[src/rtl/i2c_slave_hold.sv]
module i2c_slave_hold #(
  parameter int CLK_HZ = 250_000_000
) (
  input  logic       clk,
  input  logic       rst_n,
  input  logic       scl_i,
  input  logic       sda_i,
  output logic       scl_oe,
  output logic       sda_oe,
  input  logic       reg_we,
  input  logic       reg_re,
  input  logic [1:0] reg_addr,
  input  logic [7:0] reg_wdata,
  output logic [7:0] reg_rdata
);
  localparam int HOLD_S = CLK_HZ / 10_000_000 + 1;
  localparam int HOLD_L = 3 * (CLK_HZ / 10_000_000) + 1;
  localparam int HW = $clog2(HOLD_L + 1);

  typedef enum logic [1:0] {IDLE, ADDR, RX, TX} st_t;

  logic [1:0] scl_sy, sda_sy;
  logic scl_q, sda_q;
  wire scl_s = scl_sy[1];
  wire sda_s = sda_sy[1];
  wire scl_rise = scl_s & ~scl_q;
  wire scl_fall = ~scl_s & scl_q;
  wire start_ev = scl_s & scl_q & sda_q & ~sda_s;
  wire stop_ev  = scl_s & scl_q & ~sda_q & sda_s;

  st_t st;
  logic [3:0] cnt;
  logic [7:0] sh, rxbuf, txbuf;
  logic [6:0] own;
  logic hold300, rw, mack, drv_want, scl_hold, rel_req;
  logic full, ovf, start_if, stop_if, coll_if, acktim;
  logic ahen, dhen, ovren, collen, sie, pie, nack;
  logic [HW-1:0] hcnt;

  wire match  = sh[7:1] == own;
  wire accept = !full && (ovren || !ovf);
  wire in_rx  = (st == ADDR) || (st == RX);

  assign scl_oe = scl_hold;

  always_comb begin
    case (reg_addr)
      2'd0: reg_rdata = rxbuf;
      2'd1: reg_rdata = {2'b00, acktim, coll_if, stop_if, start_if, ovf, full};
      2'd2: reg_rdata = {~scl_hold, nack, pie, sie, collen, ovren, dhen, ahen};
      default: reg_rdata = {hold300, own};
    endcase
  end

  always_ff @(posedge clk or negedge rst_n) begin
    if (!rst_n) begin
      scl_sy <= 2'b11; sda_sy <= 2'b11; scl_q <= 1'b1; sda_q <= 1'b1;
      st <= IDLE; cnt <= '0; sh <= '0; rxbuf <= '0; txbuf <= '0; own <= '0;
      hold300 <= 1'b0; rw <= 1'b0; mack <= 1'b0; drv_want <= 1'b0;
      scl_hold <= 1'b0; rel_req <= 1'b0; sda_oe <= 1'b0; hcnt <= '0;
      full <= 1'b0; ovf <= 1'b0; start_if <= 1'b0; stop_if <= 1'b0;
      coll_if <= 1'b0; acktim <= 1'b0;
      ahen <= 1'b0; dhen <= 1'b0; ovren <= 1'b0; collen <= 1'b0;
      sie <= 1'b0; pie <= 1'b0; nack <= 1'b0;
    end else begin
      scl_sy <= {scl_sy[0], scl_i};
      sda_sy <= {sda_sy[0], sda_i};
      scl_q  <= scl_s;
      sda_q  <= sda_s;

      if (scl_fall) hcnt <= hold300 ? HW'(HOLD_L - 1) : HW'(HOLD_S - 1);
      else if (hcnt != '0) hcnt <= hcnt - 1'b1;
      if (hcnt == '0 && !scl_fall) sda_oe <= drv_want;

      if (rel_req && sda_oe == drv_want) begin
        scl_hold <= 1'b0;
        rel_req  <= 1'b0;
      end
      if (scl_hold) drv_want <= ~nack;

      if (reg_re && reg_addr == 2'd0) full <= 1'b0;

      if (reg_we) begin
        case (reg_addr)
          2'd0: txbuf <= reg_wdata;
          2'd1: begin
            ovf      <= ovf & reg_wdata[1];
            start_if <= start_if & reg_wdata[2];
            stop_if  <= stop_if & reg_wdata[3];
            coll_if  <= coll_if & reg_wdata[4];
          end
          2'd2: begin
            {nack, pie, sie, collen, ovren, dhen, ahen} <= reg_wdata[6:0];
            if (scl_hold) begin
              drv_want <= ~reg_wdata[6];
              if (reg_wdata[7]) rel_req <= 1'b1;
            end
          end
          default: {hold300, own} <= reg_wdata;
        endcase
      end

      if (start_ev || stop_ev) begin
        st <= start_ev ? ADDR : IDLE;
        cnt <= '0;
        scl_hold <= 1'b0;
        rel_req <= 1'b0;
        drv_want <= 1'b0;
        acktim <= 1'b0;
        if (start_ev && sie) start_if <= 1'b1;
        if (stop_ev && pie) stop_if <= 1'b1;
      end else if (scl_rise && st != IDLE) begin
        cnt <= cnt + 4'd1;
        if (in_rx && cnt < 4'd8) sh <= {sh[6:0], sda_s};
        if (in_rx && cnt == 4'd8) acktim <= 1'b0;
        if (st == TX && cnt < 4'd8 && collen && !sda_oe && !sda_s) begin
          coll_if  <= 1'b1;
          st       <= IDLE;
          drv_want <= 1'b0;
        end
        if (st == TX && cnt == 4'd8) mack <= ~sda_s;
      end else if (scl_fall && in_rx && cnt == 4'd8) begin
        if (st == ADDR && !match) begin
          st <= IDLE;
        end else begin
          if (accept) begin
            rxbuf <= sh;
            full  <= 1'b1;
          end else if (full) begin
            ovf <= 1'b1;
          end
          drv_want <= accept;
          if (st == ADDR) rw <= sh[0];
          if ((st == ADDR && ahen) || (st == RX && dhen)) scl_hold <= 1'b1;
          if (ahen || dhen) acktim <= 1'b1;
        end
      end else if (scl_fall && in_rx && cnt == 4'd9) begin
        cnt <= '0;
        if (!drv_want) begin
          st <= IDLE;
        end else if (st == ADDR && rw) begin
          st <= TX;
          sh <= txbuf;
          drv_want <= ~txbuf[7];
        end else begin
          st <= RX;
          drv_want <= 1'b0;
        end
      end else if (scl_fall && st == TX) begin
        if (cnt >= 4'd1 && cnt <= 4'd7) begin
          sh <= {sh[6:0], 1'b0};
          drv_want <= ~sh[6];
        end else if (cnt == 4'd8) begin
          drv_want <= 1'b0;
        end else if (cnt == 4'd9) begin
          cnt <= '0;
          if (mack) begin
            sh <= txbuf;
            drv_want <= ~txbuf[7];
          end else begin
            st <= IDLE;
            drv_want <= 1'b0;
          end
        end
      end
    end
  end
endmodule

[config.mk]
export PLATFORM = sky130hd
export DESIGN_NAME = i2c_slave_hold
export DESIGN_NICKNAME = d
export VERILOG_FILES = /design/src/rtl/i2c_slave_hold.sv
export SDC_FILE = /design/constraint.sdc
export NUM_CORES = 1
export LEC_CHECK = 0
export BUFFER_PORTS_ARGS = -buffer_cell sky130_fd_sc_hd__buf_2
export CAP_MARGIN = 10
export CORE_ASPECT_RATIO = 0.9
export CORE_MARGIN = 3
export CORE_UTILIZATION = 45
export CTS_CLUSTER_DIAMETER = 30
export CTS_CLUSTER_SIZE = 8
export DETAILED_ROUTE_END_ITERATION = 8
export HOLD_SLACK_MARGIN = 0.12
export SETUP_SLACK_MARGIN = 0.4
export SLEW_MARGIN = 5
export SYNTH_ARGS = -nofsm -noshare
export SYNTH_HDL_FRONTEND = slang
export SYNTH_SLANG_ARGS = --single-unit
[constraint.sdc]
create_clock -name clk -period 2.8 [get_ports clk]
set_input_delay 0.42 -clock clk [delete_from_list [all_inputs] [get_ports clk]]
set_output_delay 0.42 -clock clk [all_outputs]
set_load 0.01 [all_outputs]
Word level (Yosys, flattened, before mapping)
Cells that the tools add are included.
Storage, ports and cells
  flip-flop bits (word level): 70
  bits of input ports: 16
  bits in latches: 0
  RAM bits: 0
  word-level logic and storage cells: 242
  bits in read-only memories: 0
  memories: 0
Operators by class
  multiply operators: 0
  eq/ne operators: 24
  shift-type cells: 0
  mux-type cells: 99
  bitwise gates (word level): 24
  $add $sub $neg: 2
  reductions and logical operators: 59
  $lt $le $gt $ge: 3
  divide/modulo/power cells: 0
Operators with widths (count)
  2-to-1 mux 8 bit: 11
  2-to-1 mux 1 bit: 64
  2-to-1 mux 4 bit: 8
  2-to-1 mux 2 bit: 12
  one-hot mux 8 bit (3 select lines): 1
  logical AND 1 bit: 23
  2-to-1 mux 7 bit: 3
  nonzero test 4 bit: 4
  AND reduction 5 bit: 3
  NOT 1 bit: 13
  AND 1 bit: 11
  nonzero test 5 bit: 2
  inequality test 3 x 2 -> 1 bit, second input constant: 3
  inequality test 3 bit, second input constant: 3
  AND reduction 9 bit: 1
  nonzero test 3 bit: 3
  equality test 4 bit, second input constant: 2
  inequality test 4 x 3 -> 1 bit, second input constant: 2
  equality test 7 bit: 1
  zero test 7 bit: 1
  AND reduction 7 bit: 1
  nonzero test 7 bit: 1
  subtractor 7 x 1 -> 7 bit, second input constant: 1
  equality test 2 bit, second input constant: 3
  other kinds (21): 34

Longest topological paths before layout
  depth in word-level cells: 13
  gate-level depth with buffers: 8
  gate-level depth less buffers: 8

Least setup slack after synthesis
No wires, ideal clock.
  path kind: reg2reg
  start: reg st[0]
  end: reg sh[1]
  cell stages (with the launch flop): 8
  arrival time: 2.024 ns
  path slack: 0.652 ns
  setup time: 0.125 ns
  data required time: 2.675 ns
  path buffers: 1
  cells stage by stage: dfrtp_1 inv_1 ha_1 or3b_1 buf_2 o21ai_1 mux2_2 mux2_2
Between the ends
  cells in the longest elaborated chain, start to end: 7
  elaborated cells between the ends (all ways): 24
  classes of those cells: eq/ne: 8; mux: 3; reduce/logical: 13
Ends and longest elaborated chain
  start: declaration: RTL line 31  | st_t st;
  start signal: assignment: RTL line 104  | st <= start_ev ? ADDR : IDLE;
  branches (longest 7 deep; another with AND reduction 9 bit)
  end signal: assignment: RTL line 114  | if (in_rx && cnt < 4'd8) sh <= {sh[6:0], sda_s};
  end signal: assignment: RTL line 143  | sh <= txbuf;
  end signal: assignment: RTL line 151  | sh <= {sh[6:0], 1'b0};
  end: declaration: RTL line 33  | logic [7:0] sh, rxbuf, txbuf;
Several ways; the timed one is not identified. The select of a mux whose other input is x is not followed.
A chain may end at the register's enable or synchronous reset.

Worst setup path in the final report
  start: reg st[0]
  end: reg sh[7]
Same word-level chain as after synthesis.

==> impl_results.md <==
- Outcome: completed
- Vias in the first global route: 2548
- CP endpoint kind: flop
- Synth Cell Area: 0.00357 mm²
- RePlAce Congestion: 0.820
- IO buf count: 25
- Distinct cells, synth: 56
- Largest net degree at the start of global routing: 30
- Post-DP HPWL: 6160 µm
- Crit path buffers/inverters: 2
- Fillcell total: 681
- Core ar.: 0.00762 mm²
- Largest family of logic cells by synthesized area: multiplexers
- Critical-path top delay cell: or3b_4
- Post-Synth Simple-Gate Area: 0.140
- Worst VDD drop: 372 µV
- DRT Wirelength: 8450 µm
- Layout cell share with drive strength beyond 1: 0.320
- Die Span Y: 90.5 µm
- Clk sinks: 70
- Top-area cell type share of the netlist area: 0.448
- Core Rows: 30
- Via count: 2545
- Routed Antenna Nets: 0
- Area share of fa/ha/maj cells after synthesis: 0.0315
- Crit-path cells: inv_1 -> ha_1 -> or3b_4 -> o21ai_1 -> buf_4 -> mux2_2 -> mux2_2
- Antenna violations before repair: 0
- CTS Buf Count: 9
- Residual DRC: 0
- Post-synth EDFFs: 0
- Worst EP required: 3030 ps
- Post-DR wirelength/cell: 18.9 µm
- Worst Setup Start Kind: flop
- First-pass GRT wire length: 13500 µm
- Final Core Density: 0.536
- Layout Nets: 370
- Longest Clk Path Bufs: 2
- Synthesized instance count: 309
- WHS: 172 ps
- Leakage: 1.86 nW
- Synth Flop Type: dfrtp_1
- IO Pins: 26
- CTS root buf: clkbuf_8
- Cell mode on critical path: mux2_2
- Critical Path Max Stage Delay: 460 ps
- Max-slew violations: 0
- Die W: 99.9 µm
- RSZ-0062 raised after global routing: no
- Final Skew: 8.81 ps
- Post-CTS Setup Repair Bufs: 0
- Worst Slack Setup Final: 568 ps
- Clock-pin slew on the worst setup and hold paths: 80 ps
- Power per cell area: 766 mW/mm²
- Warning count from the yosys run: 0
- Final setup fails: 0
- TritonCTS clock tree: done
- Tot Pwr: 3.13 mW
- Initial Util: 0.469
- Delay-heaviest family, CP: multiplexers
- Final-report hold violation count: 0
- Place WS: 363 ps
- Area contributors post-synth: dfrtp_1 45%, mux2_2 13%, dfstp_2 4.4%
- Max cap viols: 0
- Sum Neg Setup Slack: 0 ps
- Syn avg cell area: 11.6 µm²
- Worst Hold Class: in2reg
- Sequential fraction of the synthesis area: 0.492
- Yosys top cell by area: dfrtp_1
- GR Overflow Total: 0
- Die ar.: 0.00905 mm²
- Fin crit period: 2230 ps
- Syn-to-layout area delta: 14.3%
- CTS HTree Levels: 3
- Ys async rst share: 1.00
- Post-synthesis mux area share: 0.186
- Fmax: 448 MHz
- Inserted Diodes: 0
- Tot GR Track Use: 0.195
- Slew @ Worst Pin: 684 ps
- Critical Path AT: 2470 ps
- CP Max Fanout: 9
- Slew HR: 0.544
- Complex-gate fraction of the synthesized area: 0.0938
- Drt pass-1 iters: 4
- Synth Area in XOR/XNOR: 0.0294
- Clk Latency, worst-skew pair: 350 ps
- Final period util: 0.797
- Post-Syn Nets: 334
- Via density: 5.71
- CP Class: reg2reg
- FF+latch count, synth: 70
- Initial DRC Count: 105
Yosys cell counts (all sizes together), types with 6 or more instances:
| master | count |
|---|---|
| ha | 9 |
| mux4 | 6 |
| mux2 | 42 |
| o21ai | 19 |
| nor2 | 10 |
| a21oi | 11 |
| nand2 | 43 |
| buf | 6 |
| xnor2 | 8 |
| dfrtp | 64 |
| dfstp | 6 |
| inv | 14 |
cell usage in the layout (no fill, tap or decap), types with 4 or more instances in the layout:
cell type,count
dfrtp_1,64
mux2_2,42
nand2_1,42
buf_2,25
o21ai_0,18
inv_1,14
clkbuf_8,11
nor2_1,10
a21oi_1,10
ha_1,9
xnor2_1,8
buf_4,7
dfstp_2,6
mux4_2,5
a22o_1,4
xor2_1,4
nand4_1,4
nand3b_1,4
routing by layer:
layer	vias to the layer above	global-route usage	share of wire
met2	53	0.280	0.45
li1	1180	-	-
met4	0	0.0535	0.0095
met1	1304	0.291	0.50
met3	8	0.0517	0.042
met5	-	0	0
stage by stage:
step,cells,cell area (µm²)
floorplan,309,3570
global placement,429,3830
detailed placement,429,3830
CTS,446,4080
global route,446,4090
finish,446,4090
cell type report:
cell class	instances	area, µm²	area share
clock inverter	5	81.3	0.0199
sequential	70	1760	0.431
timing repair buffer	33	188	0.0459
multi-input combinational	217	1730	0.424
inverter	14	52.6	0.0129
clock buffer	11	151	0.0371
tap	96	120	0.0294
repair_timing:
action | 4_1_cts | 5_1_grt
cloned | 0 | 0
hold endpoints to repair | 6 | 0
setup endpoints to repair | 8 | 16
gates resized for setup | 1 | 2
pin swaps | 0 | 0
hold buffers | 1 | 0
cells by family (layout without fill, tap and decap cells):
kind of cell,Yosys count,count (layout)
and+or+nand+nor,93,93
DFF,70,70
muxes,52,52
AOI/OAI and AO/OA,51,51
buffers and inverters,22,63
xor gates and xnor gates,12,12
adders and majority gates,9,9
state kept, by name, indices dropped and copies added (netlist names), 2 cells and up:
| name | flops |
|---|---|
| cnt | 4 |
| hcnt | 7 |
| st | 2 |
| txbuf | 8 |
| sh | 8 |
| sda_sy | 2 |
| own | 7 |
| scl_sy | 2 |
| rxbuf | 8 |
final timing paths:
path	slack [ps]	start	end	depth (start not counted)
worst min-delay path	170	scl_i	scl_sy[0]	1
max in group asynchronous	1320	rst_n	sda_q	3
worst max register to register	570	st[0]	sh[7]	7
worst max-delay path	570	st[0]	sh[7]	7
min in group asynchronous	650	rst_n	rxbuf[2]	2
worst min register to register	360	sda_sy[0]	sda_sy[1]	0
report_power, final:
group | total, mW | switching (mW) | internal (mW)
logic | 0.771 | 0.363 | 0.408
clock network | 0.938 | 0.388 | 0.550
registers | 1.42 | 0.217 | 1.20
total | 3.13 | 0.968 | 2.16
No activity file was read; power rests on OpenSTA's default activity.
